<file path="src/rtl/po_pkg.sv">
`timescale 1ns/1ps
package po_pkg;

  typedef enum logic {
    DIR_DOWN = 1'b0,
    DIR_UP   = 1'b1
  } dir_e;

  function automatic dir_e dir_flip(input dir_e d);
    return (d == DIR_UP) ? DIR_DOWN : DIR_UP;
  endfunction

endpackage

</file>
<file path="src/rtl/po_rst_sync.sv">
`timescale 1ns/1ps
module po_rst_sync #(
  parameter int unsigned STAGES = 2
) (
  input  logic clk,
  input  logic rst_n_i,
  output logic rst_n_o
);

  logic [STAGES-1:0] sync_q;

  always_ff @(posedge clk or negedge rst_n_i) begin
    if (!rst_n_i) begin
      sync_q <= '0;
    end else begin
      sync_q <= {sync_q[STAGES-2:0], 1'b1};
    end
  end

  assign rst_n_o = sync_q[STAGES-1];

endmodule

</file>
<file path="src/rtl/po_timer.sv">
`timescale 1ns/1ps
module po_timer #(
  parameter int unsigned LATENCY = 36,
  parameter int unsigned CW      = $clog2(LATENCY + 1)
) (
  input  logic clk,
  input  logic rst_n,
  input  logic req,
  output logic accept,
  output logic fire
);

  logic [CW-1:0] cnt_q;
  logic [CW-1:0] cnt_d;
  logic          idle;

  always_comb begin
    idle   = (cnt_q == '0);
    accept = req && idle;
    fire   = (cnt_q == CW'(LATENCY));
    cnt_d  = cnt_q;
    if (accept) begin
      cnt_d = CW'(1);
    end else if (fire) begin
      cnt_d = '0;
    end else if (!idle) begin
      cnt_d = cnt_q + CW'(1);
    end
  end

  always_ff @(posedge clk or negedge rst_n) begin
    if (!rst_n) begin
      cnt_q <= '0;
    end else begin
      cnt_q <= cnt_d;
    end
  end

endmodule

</file>
<file path="src/rtl/po_power.sv">
`timescale 1ns/1ps
module po_power #(
  parameter int unsigned DW = 16,
  parameter int unsigned PW = 2 * DW
) (
  input  logic          clk,
  input  logic          rst_n,
  input  logic          load,
  input  logic [DW-1:0] volt,
  input  logic [DW-1:0] iref,
  output logic [PW-1:0] prod
);

  logic [PW-1:0] prod_q;
  logic [PW-1:0] prod_d;

  always_comb begin
    prod_d = PW'(volt) * PW'(iref);
  end

  always_ff @(posedge clk or negedge rst_n) begin
    if (!rst_n) begin
      prod_q <= '0;
    end else if (load) begin
      prod_q <= prod_d;
    end
  end

  assign prod = prod_q;

endmodule

</file>
<file path="src/rtl/po_stepper.sv">
`timescale 1ns/1ps
module po_stepper
  import po_pkg::*;
#(
  parameter int unsigned DW = 16,
  parameter int unsigned PW = 2 * DW
) (
  input  logic          clk,
  input  logic          rst_n,
  input  logic          fire,
  input  logic [PW-1:0] prod,
  input  logic [DW-1:0] cfg_hi,
  input  logic [DW-1:0] cfg_lo,
  input  logic [DW-1:0] cfg_step,
  output logic [DW-1:0] iref_eff,
  output logic [PW-1:0] pwr_last
);

  localparam int unsigned EW = DW + 2;

  logic [DW-1:0] iref_q,   iref_d;
  logic          primed_q, primed_d;
  logic          pinned_q, pinned_d;
  dir_e          dir_q,    dir_d;
  logic [PW-1:0] prev_q,   prev_d;

  logic          rose;
  dir_e          dir_sel;
  logic signed [EW-1:0] cand;
  logic signed [EW-1:0] cur_ext;
  logic signed [EW-1:0] step_ext;
  logic signed [EW-1:0] hi_ext;
  logic signed [EW-1:0] lo_ext;

  assign iref_eff = primed_q ? iref_q : cfg_lo;

  // Decision and saturation stage
  always_comb begin
    rose     = (prod > prev_q);
    cur_ext  = $signed({2'b00, iref_eff});
    step_ext = $signed({2'b00, cfg_step});
    hi_ext   = $signed({2'b00, cfg_hi});
    lo_ext   = $signed({2'b00, cfg_lo});

    if (pinned_q) begin
      dir_sel = dir_q;
    end else if (rose) begin
      dir_sel = dir_q;
    end else begin
      dir_sel = dir_flip(dir_q);
    end

    cand = (dir_sel == DIR_UP) ? (cur_ext + step_ext) : (cur_ext - step_ext);

    primed_d = 1'b1;
    prev_d   = prod;
    if (cand >= hi_ext) begin
      iref_d   = cfg_hi;
      dir_d    = DIR_DOWN;
      pinned_d = 1'b1;
    end else if (cand <= lo_ext) begin
      iref_d   = cfg_lo;
      dir_d    = DIR_UP;
      pinned_d = 1'b1;
    end else begin
      iref_d   = cand[DW-1:0];
      dir_d    = dir_sel;
      pinned_d = 1'b0;
    end
  end

  always_ff @(posedge clk or negedge rst_n) begin
    if (!rst_n) begin
      iref_q   <= '0;
      primed_q <= 1'b0;
      pinned_q <= 1'b1;
      dir_q    <= DIR_UP;
      prev_q   <= '0;
    end else if (fire) begin
      iref_q   <= iref_d;
      primed_q <= primed_d;
      pinned_q <= pinned_d;
      dir_q    <= dir_d;
      prev_q   <= prev_d;
    end
  end

  assign pwr_last = prev_q;

endmodule

</file>
<file path="src/rtl/po_tracker.sv">
`timescale 1ns/1ps
module po_tracker #(
  parameter int unsigned DW          = 16,
  parameter int unsigned LATENCY     = 36,
  parameter int unsigned SYNC_STAGES = 2
) (
  input  logic            clk,
  input  logic            rst_n,
  input  logic            smp_valid,
  input  logic [DW-1:0]   smp_volt,
  input  logic [DW-1:0]   cfg_hi,
  input  logic [DW-1:0]   cfg_lo,
  input  logic [DW-1:0]   cfg_step,
  output logic [DW-1:0]   iref_out,
  output logic [2*DW-1:0] pwr_out,
  output logic            out_valid
);

  localparam int unsigned PW = 2 * DW;
  localparam int unsigned CW = $clog2(LATENCY + 1);

  logic          rst_n_s;
  logic          accept;
  logic          fire;
  logic [PW-1:0] prod;
  logic [DW-1:0] iref_eff;
  logic          ov_q;

  po_rst_sync #(.STAGES(SYNC_STAGES)) u_rst (
    .clk     (clk),
    .rst_n_i (rst_n),
    .rst_n_o (rst_n_s)
  );

  po_timer #(.LATENCY(LATENCY), .CW(CW)) u_timer (
    .clk    (clk),
    .rst_n  (rst_n_s),
    .req    (smp_valid),
    .accept (accept),
    .fire   (fire)
  );

  po_power #(.DW(DW), .PW(PW)) u_power (
    .clk   (clk),
    .rst_n (rst_n_s),
    .load  (accept),
    .volt  (smp_volt),
    .iref  (iref_eff),
    .prod  (prod)
  );

  po_stepper #(.DW(DW), .PW(PW)) u_step (
    .clk      (clk),
    .rst_n    (rst_n_s),
    .fire     (fire),
    .prod     (prod),
    .cfg_hi   (cfg_hi),
    .cfg_lo   (cfg_lo),
    .cfg_step (cfg_step),
    .iref_eff (iref_eff),
    .pwr_last (pwr_out)
  );

  always_ff @(posedge clk or negedge rst_n_s) begin
    if (!rst_n_s) begin
      ov_q <= 1'b0;
    end else begin
      ov_q <= fire;
    end
  end

  assign iref_out  = iref_eff;
  assign out_valid = ov_q;

endmodule

</file>
<file path="config.mk">
export PLATFORM = sky130hd
export DESIGN_NAME = po_tracker
export DESIGN_NICKNAME = d
export VERILOG_FILES = /design/src/rtl/po_pkg.sv /design/src/rtl/po_rst_sync.sv /design/src/rtl/po_timer.sv /design/src/rtl/po_power.sv /design/src/rtl/po_stepper.sv /design/src/rtl/po_tracker.sv
export SDC_FILE = /design/constraint.sdc
export NUM_CORES = 1
export LEC_CHECK = 0
export ABC_AREA = 1
export ABC_CLOCK_PERIOD_IN_PS = 2500
export BUFFER_PORTS_ARGS = -buffer_cell sky130_fd_sc_hd__buf_2
export CORE_MARGIN = 2
export CORE_UTILIZATION = 31
export DETAILED_ROUTE_END_ITERATION = 10
export PLACE_DENSITY = 0.5
export SYNTH_ARGS = -nofsm -noshare
export SYNTH_HDL_FRONTEND = slang
export SYNTH_SLANG_ARGS = --single-unit
</file>
<file path="constraint.sdc">
create_clock -name clk -period 2.5 [get_ports clk]
set_input_delay 0.625 -clock clk [delete_from_list [all_inputs] [get_ports clk]]
set_output_delay 0.625 -clock clk [all_outputs]
set_load 0.03 [all_outputs]
</file>
==> metrics.md <==
| Metric | Value |
|---|---|
| Vias per cell | `about 4.5` |
| Distinct cells, synth | `53` |
| DRC Markers | `0` |
| Layout area overhead | `41.09%` |
| Post-DR wirelength/cell | `16.52 um` |
| CP max FO | `7` |
| Worst r2r path cells | `29` |
| Vias in the first global route | `15923` |
| First-pass GRT wire length | `85.58 mm` |
| Clock sink total | `92` |
| Grt ovf | `0` |
| Register bit total from synthesis | `92` |
| Setup Skew | `0.01031 ns` |
| Final worst-path cycle share | `2.456` |
| Crit path max-delay cell type | `fa_2` |
| Worst hold path class | `input pin to async pin` |
| Hold Worst Slack | `0.03327 ns` |
| Starting DRT DRC Count | `a little under 900` |
| Clk Latency, worst-skew pair | `0.36 ns` |
| Port bufs | `115` |
| Top-area cell type share of the netlist area | `0.2448` |
| Root Driver | `clkbuf_16` |
| Post-Syn Area | `~0.016 mm^2` |
| Final WL | `55.16 mm` |
| Critical path arrival | `6.38 ns` |
| Critical Path End Type | `flop` |
| Post-layout util | `0.4418` |
| Ys async rst share | `1.000` |
| Share of layout cells above drive strength 1 | `0.3346` |
| IO Count | `116` |
| Gr usage total | `0.2068` |
| Pins over their slew limit | `0` |
| Run status | `finished with violations` |
| Post-synth EDFFs | `0` |
| Routed Antenna Nets | `0` |
| Cell accounting for the most synthesized area | `fa_1` |
| Post-DP HPWL | `46.39 mm` |
| Max Cap Viol | `0` |
| CP Launch Type | `flop` |
| Reg2reg end | `u_power.prod[20]` |
| Hold Violations, Final | `0` |
| Finish-stage setup viols | `57` |
| Final TNS setup | `-129.37 ns` |
| CTS tree | `done` |
| Nets | `between 3000 and 4000` |
| Die height | `231.4 um` |
| Syn_nets | `~2600` |
| R2r setup slk | `-3.64 ns` |
| Pre-antenna DRT Iters | `5` |
| R2r startpoint | `u_step.primed_q` |
| RSZ-0062 raised after global routing | `yes` |
| Most common cell after layout, fill and taps aside | `inv_1` |
| Top post-synthesis cells by area | `fa_1, ha_1, dfrtp_1` |
| Synth Flop Type | `dfrtp_1` |
| Max Freq | `162.8 MHz` |
| Synthesized instance count | `2123` |
| Most frequent cells in the layout | `inv_1, buf_4, nand2_1` |
| H-tree Lvls | `3` |
| Worst path most repeated cell | `fa_1` |
| CTS Buffer Depth | `2` |
| Die span in x | `around 230 um` |
| Register area share after synthesis | `0.1438` |
| Syn_area_per_cell | `7.551 um^2` |
| Core Rows | `83` |
| Largest net degree at the start of global routing | `between 60 and 70` |
| Initial antenna violation count | `1` |
| Crit Path Class | `flop to flop` |
| Starting Density | `0.3131` |
| Failing checks | `negative setup slack` |
| Delay of the slowest cell on the worst path | `0.56 ns` |
| Worst Slack Setup Final | `-3.641 ns` |
| Core Area | `0.05120 mm^2` |
| Total CTS buffers | `9` |
| Clock transition at path regs | `0.07 ns` |
| Final worst path period need | `6.141 ns` |
| Data required time of the worst path | `about 2.7 ns` |
| RePlAce Congestion | `0.8801` |
| Vias | `15155` |
| Synth warnings | `0` |
| Die area | `0.05355 mm^2` |
==> per-stage QoR <==
stage | cells | setup slack (ns) | instance area [um^2]
detailed placement | 3266 | -3.840 | 20890
floorplan | 2123 | -3.296 | 16650
finish | 3338 | -3.641 | 22620
global placement | 3266 | -3.803 | 20890
global route | 3338 | -3.886 | 22620
CTS | 3303 | -3.572 | 21670
==> metal layers <==
layer / GRT usage / vias to the layer above / wire length (um)
met5: 0 / - / 0
met4: 0.07157 / 0 / 1802
met3: 0.03396 / 74 / 2487
met2: 0.3478 / 319 / 26110
met1: 0.2683 / 7205 / 24760
li1: - / 7557 / -
==> kinds of logic after synthesis <==
| group | count (synthesis) | share of synthesized area |
|---|---|---|
| AOI/OAI and AO/OA | 259 | 0.09085 |
| DFF | 92 | 0.1438 |
| adders and majority gates | 398 | 0.4024 |
| other | 1 | 0.0002339 |
| xor gates and xnor gates | 46 | 0.02513 |
| buffers and inverters | 534 | 0.1282 |
| and+or+nand+nor | 793 | 0.2095 |
==> cells in the mapped netlist, drive strengths merged (2+ instances only) <==
library cell and count:
or2 17, o22ai 2, fa 196, nand2 442, a21o 4, inv 467, nand3b 2, nor2 204
clkinv 4, buf 24, nand3 103, xor2 38, nor3b 2, a211oi 6, nand4 9, o21a 7
a21oi 97, clkbuf 39, dfrtp 90, a31oi 2, o2111ai 2, o211ai 2, ha 202, o21bai 5
o221ai 2, a21boi 6, dfstp 2, xnor2 8, o21ai 121, nor3 10
==> cell type report <==
| type | count | area, um^2 |
|---|---|---|
| fill | 5160 | 28580 |
| multi-input combinational | 1498 | 12830 |
| timing repair buffer | 578 | 4473 |
| sequential | 92 | 2310 |
| inverter | 471 | 1814 |
| tap | 680 | 850.8 |
| clock buffer | 9 | 225.2 |
| clock inverter | 6 | 88.84 |
| timing repair inverter | 3 | 21.27 |
| antenna | 1 | 2.502 |
==> state kept, by name, summed over array words and instances (netlist names), 2 cells and up <==
register         flops
u_power.prod        32
u_rst.sync_q         2
u_step.iref_q       16
u_step.pwr_last     32
u_timer.cnt_q        6
==> worst max-delay path, delay by kind of cell, from the launching register on <==
family                   cells  cell delay (ns)
adder cells (fa/ha/maj)      7             3.23
buffers and inverters       10             0.84
AND/OR/NAND/NOR              7             0.82
AO/OA/AOI/OAI                5             0.64
flip-flops                   1             0.49
==> worst max-delay path by stage <==
stage                    startpoint               end  slack, ns  cells past startpoint
floorplan           u_step.primed_q  u_power.prod[26]      -3.30                     31
global placement          cfg_lo[3]  u_power.prod[26]      -3.80                     31
detailed placement        cfg_lo[7]  u_power.prod[26]      -3.84                     31
CTS                 u_step.primed_q  u_power.prod[26]      -3.57                     31
global route        u_step.primed_q  u_power.prod[26]      -3.89                     31
finish              u_step.primed_q  u_power.prod[20]      -3.64                     29
==> timing repair <==
| action | CTS | global route |
|---|---|---|
| setup buffers | 20 | 35 |
| hold buffers | 0 | 0 |
| gates cloned | 2 | 2 |
| resized for setup | 79 | 188 |
| pin swaps | 14 | 55 |
| setup endpoints to repair | 59 | 60 |
Power is left out: the tool's default activity adds up to more than one toggle a clock period on the data nets, which glitch-free logic cannot reach.
